[config.mk]
export PLATFORM = sky130hd
export DESIGN_NAME = coprocRegIf
export DESIGN_NICKNAME = d
export VERILOG_FILES = /design/src/rtl/coprocRegIfPkg.sv /design/src/rtl/coprocRegCtl.sv /design/src/rtl/coprocRegDp.sv /design/src/rtl/coprocRegIf.sv
export SDC_FILE = /design/constraint.sdc
export NUM_CORES = 1
export LEC_CHECK = 0
export ABC_AREA = 0
export BUFFER_PORTS_ARGS = -buffer_cell sky130_fd_sc_hd__buf_2
export CAP_MARGIN = 15
export CELL_PAD_IN_SITES_DETAIL_PLACEMENT = 0
export CELL_PAD_IN_SITES_GLOBAL_PLACEMENT = 1
export CORE_MARGIN = 3
export CORE_UTILIZATION = 30
export DETAILED_ROUTE_END_ITERATION = 10
export HOLD_SLACK_MARGIN = 0.08
export PLACE_DENSITY_LB_ADDON = 0.2
export SYNTH_ARGS = -nofsm -noshare
export SYNTH_HDL_FRONTEND = slang
export SYNTH_SLANG_ARGS = --single-unit
export TNS_END_PERCENT = 20
[constraint.sdc]
create_clock -name clk -period 4.18 [get_ports clk]
set_input_delay 1.254 -clock clk [delete_from_list [all_inputs] [get_ports clk]]
set_output_delay 1.254 -clock clk [all_outputs]
set_load 0.01 [all_outputs]
[src/rtl/coprocRegIfPkg.sv]
package coprocRegIfPkg;

  typedef enum logic [1:0] {
    REG_OPA  = 2'd0,
    REG_OPB  = 2'd1,
    REG_CTRL = 2'd2,
    REG_RES  = 2'd3
  } regSel_e;

  typedef struct packed {
    logic    loadA;
    logic    loadB;
    logic    loadRes;
    logic    rdEn;
    regSel_e rdSel;
    logic    busy;
  } dpStrobe_t;

endpackage

[src/rtl/coprocRegCtl.sv]
module coprocRegCtl
  import coprocRegIfPkg::*;
#(
  parameter int ADDR_W = 16,
  parameter int OFF_LSB = 2,
  parameter logic [ADDR_W-1:0] BASE = 16'hA000
) (
  input  logic              clk,
  input  logic              rstN,
  input  logic [ADDR_W-1:0] busAddr,
  input  logic              busRd,
  input  logic              busWr,
  input  logic              mulDone,
  output dpStrobe_t         strobe,
  output logic              mulStart,
  output logic              busReady
);

  localparam int WIN_LSB = OFF_LSB + 2;

  logic    inWindow;
  logic    aligned;
  logic    hit;
  regSel_e regIdx;
  logic    wrHit;
  logic    startReq;
  logic    busyQ;
  logic    startQ;

  assign aligned  = (busAddr[OFF_LSB-1:0] == '0);
  assign inWindow = (busAddr[ADDR_W-1:WIN_LSB] == BASE[ADDR_W-1:WIN_LSB]);
  assign hit      = inWindow && aligned;
  assign regIdx   = regSel_e'(busAddr[WIN_LSB-1:OFF_LSB]);
  assign wrHit    = busWr && hit;
  assign startReq = wrHit && (regIdx == REG_CTRL) && !busyQ;

  always_ff @(posedge clk or negedge rstN) begin
    if (!rstN) begin
      busyQ  <= 1'b0;
      startQ <= 1'b0;
    end else begin
      startQ <= startReq;
      if (startReq) begin
        busyQ <= 1'b1;
      end else if (busyQ && mulDone) begin
        busyQ <= 1'b0;
      end
    end
  end

  always_comb begin
    strobe.loadA   = wrHit && (regIdx == REG_OPA);
    strobe.loadB   = wrHit && (regIdx == REG_OPB);
    strobe.loadRes = busyQ && mulDone;
    strobe.rdEn    = busRd && hit;
    strobe.rdSel   = regIdx;
    strobe.busy    = busyQ;
  end

  assign mulStart = startQ;
  assign busReady = !(busRd && hit && (regIdx == REG_RES) && busyQ);

endmodule

[src/rtl/coprocRegDp.sv]
module coprocRegDp
  import coprocRegIfPkg::*;
#(
  parameter int DATA_W = 32
) (
  input  logic              clk,
  input  logic              rstN,
  input  dpStrobe_t         strobe,
  input  logic [DATA_W-1:0] busWdata,
  input  logic [DATA_W-1:0] mulResult,
  output logic [DATA_W-1:0] mulOpA,
  output logic [DATA_W-1:0] mulOpB,
  output logic [DATA_W-1:0] busRdata
);

  logic [DATA_W-1:0] opAQ;
  logic [DATA_W-1:0] opBQ;
  logic [DATA_W-1:0] resQ;

  always_ff @(posedge clk or negedge rstN) begin
    if (!rstN) begin
      opAQ <= '0;
      opBQ <= '0;
      resQ <= '0;
    end else begin
      if (strobe.loadA)   opAQ <= busWdata;
      if (strobe.loadB)   opBQ <= busWdata;
      if (strobe.loadRes) resQ <= mulResult;
    end
  end

  always_comb begin
    busRdata = '0;
    if (strobe.rdEn) begin
      case (strobe.rdSel)
        REG_CTRL: busRdata = {{(DATA_W-1){1'b0}}, strobe.busy};
        REG_RES:  busRdata = resQ;
        default:  busRdata = '0;
      endcase
    end
  end

  assign mulOpA = opAQ;
  assign mulOpB = opBQ;

endmodule

[src/rtl/coprocRegIf.sv]
module coprocRegIf
  import coprocRegIfPkg::*;
#(
  parameter int ADDR_W = 16,
  parameter int DATA_W = 32,
  parameter logic [ADDR_W-1:0] BASE = 16'hA000
) (
  input  logic              clk,
  input  logic              rstN,
  input  logic [ADDR_W-1:0] busAddr,
  input  logic              busRd,
  input  logic              busWr,
  input  logic [DATA_W-1:0] busWdata,
  output logic [DATA_W-1:0] busRdata,
  output logic              busReady,
  output logic              mulStart,
  output logic [DATA_W-1:0] mulOpA,
  output logic [DATA_W-1:0] mulOpB,
  input  logic              mulDone,
  input  logic [DATA_W-1:0] mulResult
);

  localparam int OFF_LSB = $clog2(DATA_W / 8);

  dpStrobe_t ctlStrobe;

  coprocRegCtl #(
    .ADDR_W (ADDR_W),
    .OFF_LSB(OFF_LSB),
    .BASE   (BASE)
  ) ctl_i (
    .clk     (clk),
    .rstN    (rstN),
    .busAddr (busAddr),
    .busRd   (busRd),
    .busWr   (busWr),
    .mulDone (mulDone),
    .strobe  (ctlStrobe),
    .mulStart(mulStart),
    .busReady(busReady)
  );

  coprocRegDp #(
    .DATA_W(DATA_W)
  ) dp_i (
    .clk      (clk),
    .rstN     (rstN),
    .strobe   (ctlStrobe),
    .busWdata (busWdata),
    .mulResult(mulResult),
    .mulOpA   (mulOpA),
    .mulOpB   (mulOpB),
    .busRdata (busRdata)
  );

endmodule

* Yosys cells after proc, flatten, opt, wreduce, memory -nomap -nowiden
Index checks and enable logic that the tools add are counted.
Word-level totals: register bits after elaboration 98, latch bits 0, memory bits (writable) 0, bits in read-only memories 0, input bits 85, output and inout port bits 98, logic and storage cells 28, memories 0
Cells by class: add/sub/neg operators 0, multiply operators 0, divide/modulo/power cells 0, magnitude comparators 0, eq/ne operators 4, shifts and indexed selects 0, muxes and demuxes 4, bitwise logic cells 0, reduce and logical (&&, ||, !) cells 15
Operators with widths (count):
- 32-bit case mux with 2 select lines | 1
- 32-bit 2-to-1 mux | 1
- 12-bit equality test, second input constant | 1
- 1-bit logical AND | 10
- 2-bit equality test, second input constant | 2
- 2-bit zero test | 2
- 2-bit by 1-bit equality test with 1-bit output, second input constant | 1
- 1-bit zero test | 2
- 1-bit 2-to-1 mux | 2
- 2-bit nonzero test | 1

* Longest topological paths before layout
depth after elaboration 6, mapped depth 6, mapped depth without buffers 4

* Modules after synthesis
Synthesis repeated with hierarchy kept, for this count alone.
Second synthesis, totals: cell total of the unflattened synthesis 263, area total of the unflattened synthesis 4147.7 um2
Modules (own cells, without submodules):
- coprocRegDp | times used 1, cells each 242, area an instance 3918.8 um2, sequential area each 2402.3 um2
- coprocRegCtl | times used 1, cells each 21, area an instance 229.0 um2, sequential area each 50.0 um2

* Least setup slack after synthesis
Ideal clock, no wire load.
path kind input to output, from input busAddr[8], to output busRdata[22], arrival time 2262 ps, data required time 2926 ps, setup slack 664 ps, cell stages on the path 5, buffers on the path 1, cell sequence nor4_2 > nand4_1 > nor2_1 > clkbuf_1 > and2_1
On the way: word-level cells in the longest chain between the ends 4
RTL lines:
- from (decl) | line coprocRegIf.sv:10 | input logic [ADDR_W-1:0] busAddr,
- 12-bit equality test | line coprocRegCtl.sv:31 | assign inWindow = (busAddr[ADDR_W-1:WIN_LSB] == BASE[ADDR_W-1:WIN_LSB]);
- 1-bit logical AND | line coprocRegCtl.sv:32 | assign hit = inWindow && aligned;
- 1-bit logical AND | line coprocRegCtl.sv:55 | strobe.rdEn = busRd && hit;
- 32-bit 2-to-1 mux | line coprocRegDp.sv:34 | if (strobe.rdEn) begin
- to (decl) | line coprocRegIf.sv:14 | output logic [DATA_W-1:0] busRdata,
No other way between the ends.

* Worst setup path in the final report
from input busAddr[8], to output busRdata[25]
Same word-level chain as after synthesis.

==> key figures <==
STA
  – Slew headroom: 0.576
  – Max-slew violation count: 0
  – Final Hold Fails: 0
  – RSZ-0062 raised after global routing: no
  – Total negative slack: 0 ns
  – Worst slew pin tran: 0.637 ns
  – Achievable frequency: 259 MHz
  – Setup-failing EPs final: 0
  – Min Clock Period, post-route: 3.86 ns
  – Period utilization: 0.922
  – Clk_skew: 0.00484 ns

Layout
  – N_diodes: 0
  – Multi-input gate area: 1520 um2
  – Layout area overhead: 34.6%
  – Fillers: 1253
  – Layout Nets: 529
  – Share of cells above drive strength 1: 0.677
  – Register area: 2450 um2
  – Core Util, Final: 0.424

Global route
  – First-pass GRT wire length: 15400 um
  – GRT Resource Usage Total: 0.134
  – Initial antenna violation count: 1
  – Gr ovfl total: 0
  – Vias in the first global route: 2815
  – Largest net degree at the start of global routing: 84

Pwr
  – Maximum vdd drop: 0.000213 V
  – Overall power: 1.91 mW
  – Leakage power: 3.25 nW
  – PwrDens: 348 nW/um2

Worst setup path
  – CP Data Arrival Time: 2.60 ns
  – Max incr delay on CP: 0.30 ns
  – Critical R2R Launch: ctl_i.busyQ
  – Worst Path Buf+Inv: 3
  – CP required: 2.93 ns
  – Crit path cell chain: buf_2 -> nor4_2 -> nand4_1 -> nor2_1 -> buf_4 -> and2_1 -> buf_2
  – CP Max Fanout: 32
  – Crit Path Class: primary input to output port
  – Crit-path slowest cell: nor4_2
  – CP endpoint kind: output port
  – Crit start category: primary input
  – CP startpoint: busAddr[8]
  – Most common cell on crit path: buf_2
  – Delay-heaviest family, CP: simple AND/OR/NAND/NOR gates

Route
  – Drt first pass iters: 3
  – Mean routed wirelength per cell: 16.1 um
  – WL final: 9990 um
  – # DRC: 0
  – Vias/cell: 4.42
  – Initial DRC count: 83
  – ANT nets after route: 0
  – Routed via count: 2742

Yosys
  – Top_reg_cell synth: dfrtp_1
  – Area share of the largest cell type after synthesis: 0.601
  – Post-synth net total: 342
  – Synth area leaders: dfrtp_1, mux2_2, mux2_4, and2_1, buf_12
  – Post-synth ARST share: 1.00
  – Top-count cell post-synth: dfrtp_1
  – Post-synthesis cell area: 4080 um2
  – Ys Warns: 0
  – Instance count of the mapped netlist: 257
  – Post-synth EDFFs: 0
  – Commonest cells in the netlist: dfrtp_1, mux2_2, and2_1, mux2_4
  – Seq cells post-synth: 98
  – Post-synthesis sequential area ratio: 0.601
  – Distinct cell type count after synthesis: 23
  – Synth area leader: dfrtp_1
  – Syn_area_per_cell: 15.9 um2

CTS
  – TritonCTS clock tree: done
  – Clock Sinks: 98
  – Reg clk slew, reported paths: 0.06 ns
  – CTS Root Cell: clkbuf_16
  – Total CTS buffers: 9
  – Max clock buf depth: 2
  – # H-tree levels: 3
  – Cts hold-fix bufs: 0
  – Post_cts resized: 0
  – Later-pin clock latency in the skew report: 0.34 ns
  – Setup bufs post-CTS: 0

Place
  – Hpwl dp: 7170 um
  – Port bufs: 182
  – GP Congestion: 0.717

Min path
  – Hold Crit Class: flop to flop
  – Hold_sp: dp_i.resQ[13]

Floorplan
  – Die width: 123 um
  – Die height: 123 um
  – Core box area: 13000 um2
  – Initial Util: 0.315
  – Die Area: 15000 um2
  – I/O Pins: 183
  – Row count: 41

Status
  – Run status: finished, final reports clean

Run
  – Max-cap violations: 0
## final timing paths
check	cells past startpoint	endpoint	slack, ns
worst min-delay path	1	dp_i.resQ[13]	0.50
worst max register to register	3	dp_i.resQ[9]	2.58
min in group asynchronous	1	dp_i.mulOpA[19]	0.89
worst min register to register	1	dp_i.resQ[13]	0.50
worst max-delay path	7	busRdata[25]	0.32
max in group asynchronous	3	dp_i.resQ[26]	2.45
## layer usage
layer | GRT usage | up-vias | part of all wire
met3 | 0.0548 | 12 | 0.11
met5 | 0 | - | 0.0020
li1 | - | 1262 | -
met2 | 0.199 | 123 | 0.44
met1 | 0.174 | 1343 | 0.43
met4 | 0.0504 | 2 | 0.016
## flip-flops by register name, indices dropped and copies added (netlist names)
register / count
ctl_i.mulStart: 1
dp_i.resQ: 32
dp_i.mulOpB: 32
dp_i.mulOpA: 32
ctl_i.busyQ: 1
## cell usage in the layout, fill, tap and decap left out, types with 3 or more instances in the layout
cell type and instances:
and2_1 31, buf_2 181, buf_4 7, clkbuf_16 9
dfrtp_1 98, mux2_2 66, mux2_4 30, nand2_1 3
## stage by stage
step                cells  hold slack (ns)  instance area, um2  setup slack (ns)
global placement      604            0.481                5150             0.318
floorplan             257            0.470                4080             0.664
finish                621            0.498                5500             0.324
global route          621            0.507                5500             0.155
detailed placement    604            0.485                5150             0.273
CTS                   620            0.500                5470             0.272
## layout make-up
cell class                      instances  area share
Clock buffer                           11      0.0442
Timing Repair Buffer                  189       0.179
Multi-Input combinational cell        146       0.277
Sequential cell                        98       0.446
Tap cell                              172      0.0392
Clock inverter                          5      0.0141
## where the power goes
group,total (mW),switching (mW),leakage [nW],internal [mW]
logic,0.0724,0.0372,1.73,0.0352
registers,0.948,0.000162,1.37,0.948
clock network,0.890,0.351,0.156,0.539
## cell families after synthesis
| logic type | share of synthesized area |
|---|---|
| flip-flops | 0.601 |
| buffers and inverters | 0.0267 |
| AND/OR/NAND/NOR | 0.0760 |
| AO/OA/AOI/OAI | 0.00184 |
| multiplexers | 0.295 |
(Power assumes the default switching activity.)
